==> src/rtl/fdc_rate_pkg.sv <==
`timescale 1ns/1ps
package fdc_rate_pkg;
  localparam int DATA_W     = 8;
  localparam int RATE_W     = 2;
  localparam int PCOMP_W    = 3;
  localparam int BIT_SRST   = 7;
  localparam int BIT_PDWN   = 6;
  localparam int BIT_OSCOFF = 5;
  localparam int PCOMP_LSB  = 2;
  localparam int RATE_LSB   = 0;

  typedef enum logic [1:0] {
    BOOT_DIRECT  = 2'b00,
    BOOT_SWAP_01 = 2'b01,
    BOOT_SWAP_02 = 2'b10,
    BOOT_RSVD    = 2'b11
  } boot_map_e;

  typedef struct packed {
    logic               osc_off;
    logic [PCOMP_W-1:0] pcomp;
    logic [RATE_W-1:0]  rate;
  } rate_fields_t;

  localparam rate_fields_t FIELDS_RST = '0;
endpackage

==> src/rtl/fdc_rate_regs.sv <==
`timescale 1ns/1ps
module fdc_rate_regs
  import fdc_rate_pkg::*;
(
  input  logic              clk,
  input  logic              rst,
  input  logic              hw_rst_req,
  input  logic              wr_hit,
  input  logic [DATA_W-1:0] wdata,
  output rate_fields_t      fields_q,
  output rate_fields_t      fields_d,
  output logic              srst_pulse_q,
  output logic              pd_set,
  output logic              clr_now
);
  logic srst_wr;

  assign srst_wr = wr_hit & wdata[BIT_SRST];
  assign clr_now = hw_rst_req | srst_wr;
  assign pd_set  = wr_hit & wdata[BIT_PDWN] & ~wdata[BIT_SRST];

  always_comb begin
    fields_d = fields_q;
    if (clr_now) begin
      fields_d = FIELDS_RST;
    end else if (wr_hit) begin
      fields_d.osc_off = wdata[BIT_OSCOFF];
      fields_d.pcomp   = wdata[PCOMP_LSB +: PCOMP_W];
      fields_d.rate    = wdata[RATE_LSB +: RATE_W];
    end
  end

  always_ff @(posedge clk) begin
    if (rst) begin
      fields_q     <= FIELDS_RST;
      srst_pulse_q <= 1'b0;
    end else begin
      fields_q     <= fields_d;
      srst_pulse_q <= srst_wr & ~srst_pulse_q;
    end
  end

  AST_SRST_ONE_CYCLE: assert property (@(posedge clk) disable iff (rst)
    srst_pulse_q |=> !srst_pulse_q);
  AST_SRST_CLEARS: assert property (@(posedge clk) disable iff (rst)
    srst_wr |=> (fields_q == FIELDS_RST));
  AST_IDLE_HOLDS: assert property (@(posedge clk) disable iff (rst)
    (!wr_hit && !hw_rst_req) |=> $stable(fields_q));
endmodule

==> src/rtl/fdc_pwr_ctl.sv <==
`timescale 1ns/1ps
module fdc_pwr_ctl (
  input  logic clk,
  input  logic rst,
  input  logic clr_now,
  input  logic pd_set,
  input  logic osc_off_d,
  output logic pd_d,
  output logic pd_q,
  output logic clk_en_q,
  output logic osc_en_q,
  output logic valid_n_q
);
  always_comb begin
    if (clr_now)     pd_d = 1'b0;
    else if (pd_set) pd_d = 1'b1;
    else             pd_d = pd_q;
  end

  always_ff @(posedge clk) begin
    if (rst) begin
      pd_q      <= 1'b0;
      clk_en_q  <= 1'b1;
      osc_en_q  <= 1'b1;
      valid_n_q <= 1'b0;
    end else begin
      pd_q      <= pd_d;
      clk_en_q  <= ~pd_d;
      osc_en_q  <= ~(pd_d | osc_off_d);
      valid_n_q <= pd_d;
    end
  end

  AST_PD_STICKY: assert property (@(posedge clk) disable iff (rst)
    (pd_q && !clr_now) |=> pd_q);
  AST_PD_CLOCKS_OFF: assert property (@(posedge clk) disable iff (rst)
    pd_q |-> (!clk_en_q && !osc_en_q && valid_n_q));
  AST_CLR_EXITS: assert property (@(posedge clk) disable iff (rst)
    clr_now |=> (!pd_q && clk_en_q));
endmodule

==> src/rtl/fdc_boot_remap.sv <==
`timescale 1ns/1ps
module fdc_boot_remap
  import fdc_rate_pkg::*;
#(
  parameter int NUM_DRV = 3
) (
  input  boot_map_e          map,
  input  logic [NUM_DRV-1:0] sel_i,
  input  logic [NUM_DRV-1:0] mot_i,
  output logic [NUM_DRV-1:0] sel_m,
  output logic [NUM_DRV-1:0] mot_m
);
  localparam int IDX_W = (NUM_DRV > 1) ? $clog2(NUM_DRV) : 1;

  for (genvar p = 0; p < NUM_DRV; p++) begin : g_drv
    localparam logic [IDX_W-1:0] SRC_SELF = IDX_W'(p);
    localparam logic [IDX_W-1:0] SRC_S01  =
      (p == 0) ? IDX_W'(1) : ((p == 1) ? IDX_W'(0) : IDX_W'(p));
    localparam logic [IDX_W-1:0] SRC_S02  =
      (p == 0) ? IDX_W'(2) : ((p == 2) ? IDX_W'(0) : IDX_W'(p));
    logic [IDX_W-1:0] src;

    always_comb begin
      case (map)
        BOOT_SWAP_01: src = SRC_S01;
        BOOT_SWAP_02: src = SRC_S02;
        default:      src = SRC_SELF;
      endcase
    end

    assign sel_m[p] = sel_i[src];
    assign mot_m[p] = mot_i[src];
  end
endmodule

==> src/rtl/fdc_rate_ctl.sv <==
`timescale 1ns/1ps
module fdc_rate_ctl
  import fdc_rate_pkg::*;
#(
  parameter int ADDR_W   = 3,
  parameter int REG_ADDR = 4,
  parameter int NUM_DRV  = 3
) (
  input  logic                 clk,
  input  logic                 rst,
  input  logic                 hw_rst_req,
  input  logic                 wr_en,
  input  logic [ADDR_W-1:0]    addr,
  input  logic [DATA_W-1:0]    wdata,
  input  logic [1:0]           boot_strap,
  input  logic [NUM_DRV-1:0]   sel_in,
  input  logic [NUM_DRV-1:0]   mot_in,
  output logic [NUM_DRV-1:0]   sel_o,
  output logic [NUM_DRV-1:0]   mot_o,
  output logic [RATE_W-1:0]    rate_o,
  output logic [PCOMP_W-1:0]   pcomp_o,
  output logic                 srst_pulse_o,
  output logic                 pd_o,
  output logic                 clk_en_o,
  output logic                 osc_en_o,
  output logic                 out_valid_n_o
);
  localparam logic [ADDR_W-1:0] HIT_ADDR = ADDR_W'(REG_ADDR);

  logic         wr_hit;
  rate_fields_t fields_q;
  rate_fields_t fields_d;
  logic         pd_set;
  logic         clr_now;
  logic         pd_d;
  logic [NUM_DRV-1:0] sel_m;
  logic [NUM_DRV-1:0] mot_m;

  assign wr_hit = wr_en && (addr == HIT_ADDR);

  fdc_rate_regs u_regs (
    .clk          (clk),
    .rst          (rst),
    .hw_rst_req   (hw_rst_req),
    .wr_hit       (wr_hit),
    .wdata        (wdata),
    .fields_q     (fields_q),
    .fields_d     (fields_d),
    .srst_pulse_q (srst_pulse_o),
    .pd_set       (pd_set),
    .clr_now      (clr_now)
  );

  fdc_pwr_ctl u_pwr (
    .clk       (clk),
    .rst       (rst),
    .clr_now   (clr_now),
    .pd_set    (pd_set),
    .osc_off_d (fields_d.osc_off),
    .pd_d      (pd_d),
    .pd_q      (pd_o),
    .clk_en_q  (clk_en_o),
    .osc_en_q  (osc_en_o),
    .valid_n_q (out_valid_n_o)
  );

  fdc_boot_remap #(.NUM_DRV(NUM_DRV)) u_remap (
    .map   (boot_map_e'(boot_strap)),
    .sel_i (sel_in),
    .mot_i (mot_in),
    .sel_m (sel_m),
    .mot_m (mot_m)
  );

  always_ff @(posedge clk) begin
    if (rst || pd_d) begin
      sel_o <= '0;
      mot_o <= '0;
    end else begin
      sel_o <= sel_m;
      mot_o <= mot_m;
    end
  end

  assign rate_o  = fields_q.rate;
  assign pcomp_o = fields_q.pcomp;

  AST_PD_DRIVES_IDLE: assert property (@(posedge clk) disable iff (rst)
    pd_o |-> (sel_o == '0 && mot_o == '0));
  AST_RSVD_DIRECT: assert property (@(posedge clk) disable iff (rst)
    (boot_strap == 2'b11 && !pd_d) |=> (sel_o == $past(sel_in) && mot_o == $past(mot_in)));
  AST_DIRECT_MAP: assert property (@(posedge clk) disable iff (rst)
    (boot_strap == 2'b00 && !pd_d) |=> (sel_o == $past(sel_in)));
endmodule

==> config.mk <==
export PLATFORM = sky130hd
export DESIGN_NAME = fdc_rate_ctl
export DESIGN_NICKNAME = d
export VERILOG_FILES = /design/src/rtl/fdc_rate_pkg.sv /design/src/rtl/fdc_rate_regs.sv /design/src/rtl/fdc_pwr_ctl.sv /design/src/rtl/fdc_boot_remap.sv /design/src/rtl/fdc_rate_ctl.sv
export SDC_FILE = /design/constraint.sdc
export NUM_CORES = 1
export LEC_CHECK = 0
export BUFFER_PORTS_ARGS = -buffer_cell sky130_fd_sc_hd__buf_2
export CAP_MARGIN = 20
export CORE_MARGIN = 2
export CORE_UTILIZATION = 43
export CTS_CLUSTER_DIAMETER = 60
export DETAILED_ROUTE_END_ITERATION = 7
export PLACE_DENSITY = 0.74
export SYNTH_ARGS = -nofsm -noshare
export SYNTH_HDL_FRONTEND = slang
export SYNTH_SLANG_ARGS = --single-unit
==> constraint.sdc <==
create_clock -name clk -period 1.3 [get_ports clk]
set_input_delay 0.195 -clock clk [delete_from_list [all_inputs] [get_ports clk]]
set_output_delay 0.195 -clock clk [all_outputs]
set_load 0.005 [all_outputs]
# Word-level counts from Yosys, hierarchy flattened
# Cells that the tools add are included.
# totals
word_cells	47
output_inout_bits	16
regBits	16
input_bits	23
# classes
n_bitwise	10
n_reduce_logical	3
n_eq_ne	3
muxes	19
magnitude_cmp	3
# op_table
op	n
$bmux 1 s2	6
$mux 6	2
$mux 1	9
$lt 2x3->1 const B	2
$and 1x1->1	4
$not 1->1	4
$pmux 2 s2	1
$eq 3x3->1 const B	1
$lt 1x3->1 const B	1
$eq 2x1->1 const B	1
$eq 2x2->1 const B	1
$mux 2	1
$or 1x1->1	2
$reduce_or 2->1	1
$logic_and 1x1->1	1
$logic_or 1x1->1	1

# Longest topological paths before layout
# Gate-level depths: netlist of the first run.
# logic_depth
word_depth	8
mapped_depth	5
mapped_depth_nobuf	3

# Cells and area by module
# A second synthesis of the first run with hierarchy kept.
# hier_totals
hier_cells	73
hier_area_um2	793.3
# by_module_without_submodules
module	instances	area_each_um2	cells_each
fdc_rate_regs	1	352.8	39
fdc_rate_ctl	1	177.7	13
fdc_boot_remap	1	151.4	13
fdc_pwr_ctl	1	111.4	8

# Worst setup path before layout of the first run
# OpenSTA, ideal clock, no wires.
# synth_timing
kind	input -> register
from	input addr[0]
to	register mot_o[0]
arrival_time_ns	1.055
path_slack_ns	0.165
path_stages	5
setup_time_ns	0.080
cell_sequence	and4bb_1 -> buf_6 -> a31o_1 -> buf_6 -> a211oi_2
# synth_via
elab_chain_len	7
# synth_lines
element	line	source
from (decl)	fdc_rate_ctl.sv:13	input logic [ADDR_W-1:0] addr,
$eq 3x3->1 (*)	fdc_rate_ctl.sv:39	assign wr_hit = wr_en && (addr == HIT_ADDR);
$logic_and 1x1->1 (*)	fdc_rate_ctl.sv:39	
$and 1x1->1 (2 in a row)	fdc_rate_regs.sv:20	assign pd_set = wr_hit & wdata[BIT_PDWN] & ~wdata[BIT_SRST];
$mux 1	fdc_pwr_ctl.sv:16	else if (pd_set) pd_d = 1'b1;
$mux 1 (*)	fdc_pwr_ctl.sv:15	if (clr_now) pd_d = 1'b0;
$logic_or 1x1->1 (*)	fdc_rate_ctl.sv:76	if (rst || pd_d) begin
to (signal assigned)	fdc_rate_ctl.sv:81	mot_o <= mot_m;
to (decl)	fdc_rate_ctl.sv:19	output logic [NUM_DRV-1:0] mot_o,
# Every way passes the cells marked *; elsewhere a longest branch is shown, timed or not.
# A chain may end at the register's enable or synchronous reset.

# Final worst setup path of the first run
# layout_timing
from	input wr_en
to	register mot_o[1]
# layout_via
elab_chain_len	6
# layout_lines
element	line	source
from (decl)	fdc_rate_ctl.sv:12	input logic wr_en,
$logic_and 1x1->1 (*)	fdc_rate_ctl.sv:39	
$and 1x1->1 (2 in a row)	fdc_rate_regs.sv:20	
$mux 1	fdc_pwr_ctl.sv:16	
$mux 1 (*)	fdc_pwr_ctl.sv:15	
$logic_or 1x1->1 (*)	fdc_rate_ctl.sv:76	
# Marks and branches as above.

==> results of run 1 <==
[where the power goes]
group	total, mW	switching [mW]	internal [mW]
registers	0.509	0.00358	0.505
logic	0.139	0.0666	0.0728
clock network	0.241	0.134	0.107
total	0.889	0.204	0.685
[Yosys cell counts]
master	n	area (µm²)
o21ai_1	1	5.00
a21oi_2	1	8.76
nand2b_1	1	6.26
nand4bb_1	1	11.3
a31o_1	1	8.76
mux2_2	3	33.8
a21oi_1	5	25.0
mux2i_1	8	80.1
a211o_1	1	8.76
nand2_1	11	41.3
dfxtp_1	16	320
and2_1	2	12.5
a211oi_2	7	87.6
clkbuf_1	2	7.51
nor2b_1	1	6.26
and4bb_1	1	12.5
buf_6	2	22.5
buf_2	1	5.00
buf_4	6	45.0
nor4_1	1	6.26
inv_1	1	3.75
[through the flow]
step	util [%]	setup WS, ps	cells
after global placement	54.3	25.2	119
after global routing	55.6	223	122
after CTS	55.6	269	122
after detailed placement	54.3	-29.8	119
after floorplan	-	165	73
final	55.6	262	122
[sequential cells by signal, indices dropped and copies added (netlist names)]
| signal | count |
|---|---|
| sel_o | 3 |
| u_regs.srst_pulse_q | 1 |
| mot_o | 3 |
| u_pwr.clk_en_q | 1 |
| u_regs.fields_q | 6 |
| u_pwr.pd_q | 1 |
| u_pwr.osc_en_q | 1 |
[kinds of logic (layout without fill, tap and decap cells)]
group	count (synthesis)	in the layout	share of synthesized area, %
AO/OA/AOI/OAI	16	16	19.0
buffers and inverters	12	44	11.1
flip-flops	16	16	42.2
multiplexers	11	11	15.0
AND/OR/NAND/NOR	18	18	12.7
[worst paths after layout]
| path | start | to | slack (ps) | cells past startpoint |
|---|---|---|---|---|
| hold reg to reg | u_regs.srst_pulse_q$_SDFF_PP0_ | u_regs.srst_pulse_q$_SDFF_PP0_ | 440 | 1 |
| hold / removal | wdata[0] | u_regs.fields_q[0]$_SDFFE_PP0N_ | 150 | 3 |
| setup reg to reg | u_pwr.pd_q$_SDFF_PP0_ | mot_o[1]$_SDFF_PP0_ | 330 | 3 |
| setup / recovery | wr_en | mot_o[1]$_SDFF_PP0_ | 260 | 5 |
[worst max-delay path: cells and delay by family]
kind	cells	cell delay, ps
AND/OR/NAND/NOR	1	210
buffers and inverters	2	270
AO/OA/AOI/OAI	2	500
[cell type report]
cell class / count / area share, %
multi-input cells: 45 / 37.7
flip-flops and latches: 16 / 34.1
repair buffers: 40 / 23.2
clock buffers: 3 / 2.40
well taps: 17 / 2.26
inverters: 1 / 0.399
[cells in the final DEF, fill, tap and decap left out, types with 2 or more instances in the layout]
| cell type | n |
|---|---|
| mux2_2 | 3 |
| and2_1 | 2 |
| a21oi_1 | 5 |
| a211oi_2 | 7 |
| mux2i_1 | 8 |
| buf_2 | 38 |
| clkbuf_4 | 3 |
| dfxtp_1 | 16 |
| nand2_1 | 11 |
[per-layer routing]
layer	track usage, %	part of all wire, %	vias to the layer above
li1	-	-	316
met1	16.9	40	289
met2	23.9	51	35
met3	1.19	7.6	2
met4	10.3	1.2	0
met5	0	0	-
==> flow_metrics.tcl, run 1 <==
set metrics [dict create \
    numCtsBuffers 3 \
    hold_ws_ps 153 \
    grt_max_degree 10 \
    grt_overflow 0 \
    first_pass_iters 4 \
    p_leak_nw 0.439 \
    final.setup.tns_ps 0 \
    insertion_delay_ps 270 \
    dpl-instance-area_um2 917 \
    report.final.slew_viol_count 0 \
    core_mm2 0.00169 \
    nets 130 \
    worst-setup-path-type "in -> reg" \
    synth_warnings 0 \
    drive_above_1_share_pct 51.4 \
    max_stage_delay_ps 370 \
    power_uw 889 \
    finalHoldViolations 0 \
    multiInputGateArea_um2 354 \
    ant_nets 0 \
    grt_pass1_wl_um 2150 \
    endpoint_kind "register" \
    slowest_stage "a21oi_2" \
    finalCriticalPeriod_ps 1040 \
    syn_inst 73 \
    groute.usage.overall_pct 14.3 \
    design_area_um2 940 \
    num_vias 642 \
    status "finished, final reports clean" \
    path_cells "buf_2 > and4bb_1 > buf_4 > a21oi_2 > a211oi_2" \
    floorplan.rows 15 \
    area.growth.synth_to_final_pct 23.9 \
    nFillCells 161 \
    synth_cell_types 21 \
    setup_violations 0 \
    root_buffer "clkbuf_4" \
    fmax_mhz 963 \
    antenna_found_initial 0 \
    start_kind "input pin" \
    grt_setup_unrepaired "no" \
    place_congestion 0.793 \
    power.density_mw_per_mm2 947 \
    port_buffers 38 \
    worst_ep_arrival_time_ps 1180 \
    syn_nets 96 \
    htreeDepth 1 \
    hold_path.class "in -> reg" \
    maxSlewHeadroom_pct 71.4 \
    avgRoutedWirePerCell_um 11.7 \
    fin_worst_skew_ps 1.29 \
    seqCellArea_um2 320 \
    hold_buffers 0 \
    syn_avg_cell_area_um2 10.4 \
    max_cap_viol_count 0 \
    ir_drop_mv 0.450 \
    ys_ff_latch 16 \
    viasPerCell 5.26 \
    seq_area_frac_synth_pct 42.2 \
    drt_iter0_drc 6 \
    crit_fanout 8 \
    start_util_pct 44.9 \
    wl_um 1430 \
    clkTransAtPathRegs_ps 80 \
    cts_tree "done" \
    drc_errors 0 \
    io_pins 39 \
    post-dp-hpwl_um 1160 \
    worst_pin_slew_ps 430 \
    cts_sinks 16 \
    cts_resized 0 \
    grt_pass1_vias 538 \
    diodes 0 \
    period_share_pct 79.9 \
    fp.dieArea_mm2 0.00212 \
    fp.dieW_um 46.0 \
    synthesis.area_um2 758 \
    post-cts-setup-buffers 0 \
    clk_path_buf_depth 2 \
    die_y_um 46.0 \
    crit_required_ps 1450 \
]
(Power assumes the default switching activity.)
==> inputs of run 2 (changes only) <==
==> constraint.sdc (replaced) <==
create_clock -name clk -period 1.05 [get_ports clk]
set_input_delay 0.1575 -clock clk [delete_from_list [all_inputs] [get_ports clk]]
set_output_delay 0.1575 -clock clk [all_outputs]
set_load 0.005 [all_outputs]
==> run 2 against run 1 <==
Compared with the run above: first-iteration DRC count is 50% higher; critical path depth shrank 2; critical endpoint unchanged; register-to-register slack got worse by 230 ps; clock-buffer cell count rose by 1; core utilization is 3.2 points higher; cell count increased by 6.6%; sequential power is 24% higher; non-clock buffer count is 7 higher.
==> flow_metrics.tcl, run 2 (synthesis gave the netlist of run 1 again) <==
set metrics [dict create \
    status "finished, final reports clean" \
    endpoint_kind "register" \
    worst_ep_arrival_time_ps 1160 \
    grt_overflow 0 \
    diodes 0 \
    drive_above_1_share_pct 54.9 \
    htreeDepth 1 \
    grt_pass1_vias 576 \
    maxSlewHeadroom_pct 83.5 \
    grt_pass1_wl_um 2230 \
    cp_top_family "compound AO/OA/AOI/OAI gates" \
    fp.dieArea_mm2 0.00212 \
    dpl-instance-area_um2 957 \
    top_register "u_regs.fields_q" \
    numCtsBuffers 3 \
    setup_ws_ps 103 \
    finalHoldViolations 0 \
    num_vias 652 \
    floorplan.rows 15 \
    drc_errors 0 \
    rr_startpoint "u_pwr.pd_q$_SDFF_PP0_" \
    post-cts-setup-buffers 0 \
    path_cells "a31o_1 > buf_4 > a211oi_2" \
    port_buffers 38 \
    antenna_found_initial 0 \
    multiInputGateArea_um2 354 \
    finalCriticalPeriod_ps 947 \
    crit_start "u_pwr.pd_q$_SDFF_PP0_" \
    worst_pin_slew_ps 247 \
    cts_sinks 16 \
    crit_required_ps 1260 \
    place_ws_ps -194 \
    worstHoldStart "wdata[0]" \
    cts_tree "done" \
    seqCellArea_um2 320 \
    power.density_mw_per_mm2 1220 \
    p_leak_nw 0.479 \
    nFillCells 164 \
    die_y_um 46.0 \
    fp.dieW_um 46.0 \
    viasPerCell 5.02 \
    ir_drop_mv 0.627 \
    crit_buf_inv 1 \
    final.setup.tns_ps 0 \
    io_pins 39 \
    design_area_um2 993 \
    setup_violations 0 \
    groute.usage.overall_pct 15.2 \
    worst-setup-path-type "reg -> reg" \
    core_mm2 0.00169 \
    clk_path_buf_depth 2 \
    place_congestion 0.708 \
    drt_iter0_drc 9 \
    nets 137 \
    area.growth.synth_to_final_pct 31.0 \
    avgRoutedWirePerCell_um 11.4 \
    ant_nets 0 \
    start_util_pct 44.9 \
    wl_um 1480 \
    first_pass_iters 4 \
    grt_setup_unrepaired "no" \
    dp.cells 126 \
    cts_resized 0 \
    crit_fanout 4 \
    max_stage_delay_ps 330 \
    reg2reg_slack_ps 100 \
    hold_ws_ps 103 \
    clkTransAtPathRegs_ps 90 \
    start_kind "register" \
    final_common_cell "buf_2" \
    post-dp-hpwl_um 1250 \
    top_regs "u_regs.fields_q x6, mot_o x3, sel_o x3" \
    fmax_mhz 1060 \
    hold_path.class "in -> reg" \
    slowest_stage "dfxtp_1" \
    period_share_pct 90.2 \
    root_buffer "clkbuf_4" \
    max_cap_viol_count 0 \
    report.final.slew_viol_count 0 \
    hold_buffers 0 \
    insertion_delay_ps 280 \
    mostFrequentLayoutCells "38 x buf_2, 16 x dfxtp_1, 11 x nand2_1, 9 x buf_4, 8 x mux2i_1" \
    fin_worst_skew_ps 3.28 \
    largest_register_ffs 6 \
    grt_max_degree 10 \
    fin_cells 130 \
]
[run 2: cell count changes in the layout (fill, tap and decap cells not counted)]
cell	previous run	this run
buf_4	1	9
clkbuf_8	0	1
buf_12	1	0
[run 2: per-stage QoR]
stage / power [mW] / util (%)
final: 1.21 / 58.8
after floorplan: 0.741 / -
after global placement: 0.824 / 56.7
after global routing: 1.27 / 58.8
after CTS: 1.23 / 58.8
after detailed placement: 0.828 / 56.7
[run 2: routing by layer]
| layer | global-route usage (%) | vias up | share of wire [%] |
|---|---|---|---|
| met5 | 0 | - | 0 |
| met4 | 12.0 | 0 | 3.4 |
| met3 | 2.78 | 4 | 6.5 |
| met2 | 25.6 | 28 | 52 |
| met1 | 16.3 | 290 | 38 |
| li1 | - | 330 | - |
[run 2: worst register-to-register path: cells and delay by family (launching register included)]
family / cells / cell delay (ps)
compound gates: 2 / 380
flops: 1 / 330
buf+inv: 1 / 160
[run 2: area by class of cell]
cell class,instances,share of cell area [%]
Multi-Input combinational cell,45,35.6
Timing Repair Buffer,47,25.9
Sequential cell,16,32.2
Inverter,1,0.378
Clock buffer,4,3.65
Tap cell,17,2.14
[run 2: final timing paths]
path / cells past startpoint / to
max: 3 / mot_o[1]$_SDFF_PP0_
min reg2reg: 1 / u_regs.srst_pulse_q$_SDFF_PP0_
min: 3 / u_regs.fields_q[0]$_SDFFE_PP0N_
max reg2reg: 3 / mot_o[1]$_SDFF_PP0_
[run 2: where the power goes]
group	total (mW)	switching [mW]	internal, mW
sequential	0.630	0.00446	0.626
clock	0.398	0.187	0.211
combinational	0.180	0.0825	0.0979
total	1.21	0.274	0.935
==> inputs of run 3 (changes only) <==
--- a/config.mk
+++ b/config.mk
@@ -7,11 +7,13 @@
 export LEC_CHECK = 0
 export BUFFER_PORTS_ARGS = -buffer_cell sky130_fd_sc_hd__buf_2
 export CAP_MARGIN = 20
+export CELL_PAD_IN_SITES_DETAIL_PLACEMENT = 1
+export CELL_PAD_IN_SITES_GLOBAL_PLACEMENT = 2
 export CORE_MARGIN = 2
-export CORE_UTILIZATION = 43
+export CORE_UTILIZATION = 25
 export CTS_CLUSTER_DIAMETER = 60
 export DETAILED_ROUTE_END_ITERATION = 7
-export PLACE_DENSITY = 0.74
+export PLACE_DENSITY = 0.75
 export SYNTH_ARGS = -nofsm -noshare
 export SYNTH_HDL_FRONTEND = slang
 export SYNTH_SLANG_ARGS = --single-unit
==> run 3 against run 2 <==
Compared with the run above: clock-buffer cell count unchanged; die area rose by 65%; clock power rose by 2%; hold slack got worse by 8.4 ps; sequential share of layout area grew 0.16 points; sequential cell count unchanged; non-clock buffer count down 3; critical path depth is the same; clock skew rose by 3.2 ps; core utilization down 24 points; via count decreased by 1.1%.
==> flow_metrics.tcl, run 3 (synthesis gave the netlist of run 1 again) <==
set metrics [dict create \
    port_buffers 38 \
    maxSlewHeadroom_pct 82.6 \
    wl_um 1780 \
    avgRoutedWirePerCell_um 12.6 \
    floorplan.rows 19 \
    endpoint_kind "register" \
    start_kind "register" \
    seqCellArea_um2 320 \
    reg2reg_slack_ps 90 \
    rr_worst_depth 3 \
    groute.usage.overall_pct 11.2 \
    cts_sinks 16 \
    switching_share_pct 23.5 \
    cts_tree "done" \
    setup_violations 0 \
    nets 134 \
    mostFrequentLayoutCells "38 x buf_2, 16 x dfxtp_1, 11 x nand2_1, 8 x mux2i_1, 7 x a211oi_2" \
    top_regs "u_regs.fields_q x6, mot_o x3, sel_o x3" \
    post-cts-setup-buffers 0 \
    finalHoldViolations 0 \
    diodes 0 \
    ir_drop_mv 0.366 \
    area.growth.synth_to_final_pct 30.4 \
    p_int_uw 932 \
    reg2reg_to "sel_o[1]$_SDFF_PP0_" \
    min_path_cells 3 \
    die_y_um 59.1 \
    fp.dieW_um 59.1 \
    top_register "u_regs.fields_q" \
    grt_pass1_wl_um 2930 \
    report.final.slew_viol_count 0 \
    finalCriticalPeriod_ps 962 \
    hold_ws_ps 94.2 \
    drt_iter0_drc 9 \
    whs_endpoint "u_regs.fields_q[0]$_SDFFE_PP0N_" \
    start_util_pct 26.8 \
    worstHoldStart "wdata[0]" \
    nFillCells 343 \
    p_seq_share_pct 51.8 \
    post-dp-hpwl_um 1470 \
    p_comb_share_pct 14.9 \
    insertion_delay_ps 290 \
    grt_pass1_vias 715 \
    p_leak_nw 0.463 \
    clk_path_buf_depth 2 \
    num_vias 645 \
    setup_ws_ps 88.0 \
    antenna_found_initial 0 \
    place_ws_ps -175 \
    viasPerCell 4.57 \
    period_share_pct 91.6 \
    root_buffer "clkbuf_4" \
    multiInputGateArea_um2 354 \
    grt_overflow 0 \
    clkPwrFrac_pct 33.3 \
    power_mw 1.22 \
    max_cap_viol_count 0 \
    worst_ep_arrival_time_ps 1170 \
    hold_path.class "in -> reg" \
    fp.dieArea_mm2 0.00349 \
    dpl-instance-area_um2 952 \
    largest_register_ffs 6 \
    crit_required_ps 1260 \
    worst_pin_slew_ps 261 \
    final_common_cell "buf_2" \
    grt_max_degree 10 \
    numCtsBuffers 3 \
    status "finished, final reports clean" \
    htreeDepth 1 \
    power.density_mw_per_mm2 1230 \
    ant_nets 0 \
    rr_startpoint "u_pwr.pd_q$_SDFF_PP0_" \
    grt_setup_unrepaired "no" \
    first_pass_iters 4 \
    hold_buffers 0 \
    cts_resized 0 \
    fmax_mhz 1040 \
    core_mm2 0.00283 \
    clkTransAtPathRegs_ps 100 \
    crit_fanout 6 \
    power_switching_uw 286 \
    drive_above_1_share_pct 53.6 \
    fin_worst_skew_ps 6.48 \
    io_pins 39 \
    place_congestion 0.741 \
    drc_errors 0 \
    worst-setup-path-type "reg -> reg" \
    design_area_um2 988 \
]
[run 3: changes by cell type in the layout (fill, tap and decap cells not counted)]
cell   before  now
buf_4       9    6
[run 3: worst max-delay path, cell delays in order, from the launching register on]
cell and delay, ps:
dfxtp_1 330, a31o_1 210, buf_4 170, a211oi_2 180
[run 3: routing by layer]
metal / share of wire (%) / global-route usage, % / vias to the layer above / routed length [µm]
met2: 54 / 21.4 / 26 / 959
met1: 38 / 11.2 / 289 / 671
met5: 0 / 0 / - / 0
met3: 6.9 / 3.06 / 5 / 122
met4: 1.5 / 4.87 / 0 / 27
li1: - / - / 325 / -
[run 3: worst max path at each step]
| stage | start | endpoint | depth (start not counted) |
|---|---|---|---|
| after floorplan | addr[0] | u_pwr.pd_q$_SDFF_PP0_ | 5 |
| after global placement | addr[0] | mot_o[0]$_SDFF_PP0_ | 5 |
| after detailed placement | addr[0] | sel_o[1]$_SDFF_PP0_ | 5 |
| after CTS | u_pwr.pd_q$_SDFF_PP0_ | sel_o[1]$_SDFF_PP0_ | 3 |
| after global routing | u_pwr.pd_q$_SDFF_PP0_ | mot_o[1]$_SDFF_PP0_ | 3 |
| final | u_pwr.pd_q$_SDFF_PP0_ | sel_o[1]$_SDFF_PP0_ | 3 |
[run 3: area by class of cell]
cell class / count / area share, %
Multi-Input combinational cell: 45 / 35.8
Timing Repair Buffer: 44 / 23.8
Tap cell: 31 / 3.92
Clock buffer: 4 / 3.67
Sequential cell: 16 / 32.4
Inverter: 1 / 0.380
[run 3: power groups by stage]
stage | Sequential [mW] | Combinational, mW | Clock, mW
floorplan | 0.648 | 0.0932 | 0
global placement | 0.647 | 0.179 | 0
detailed placement | 0.646 | 0.185 | 0
CTS | 0.632 | 0.187 | 0.422
global route | 0.634 | 0.203 | 0.456
finish | 0.631 | 0.182 | 0.406
[run 3: per-stage QoR]
step / TNS, ps / util, % / std cells
after global placement: -1460 / 33.7 / 137
after floorplan: -35.0 / - / 73
final: 0 / 34.9 / 141
after detailed placement: -1780 / 33.7 / 137
after global routing: 0 / 34.9 / 141
after CTS: 0 / 34.9 / 141
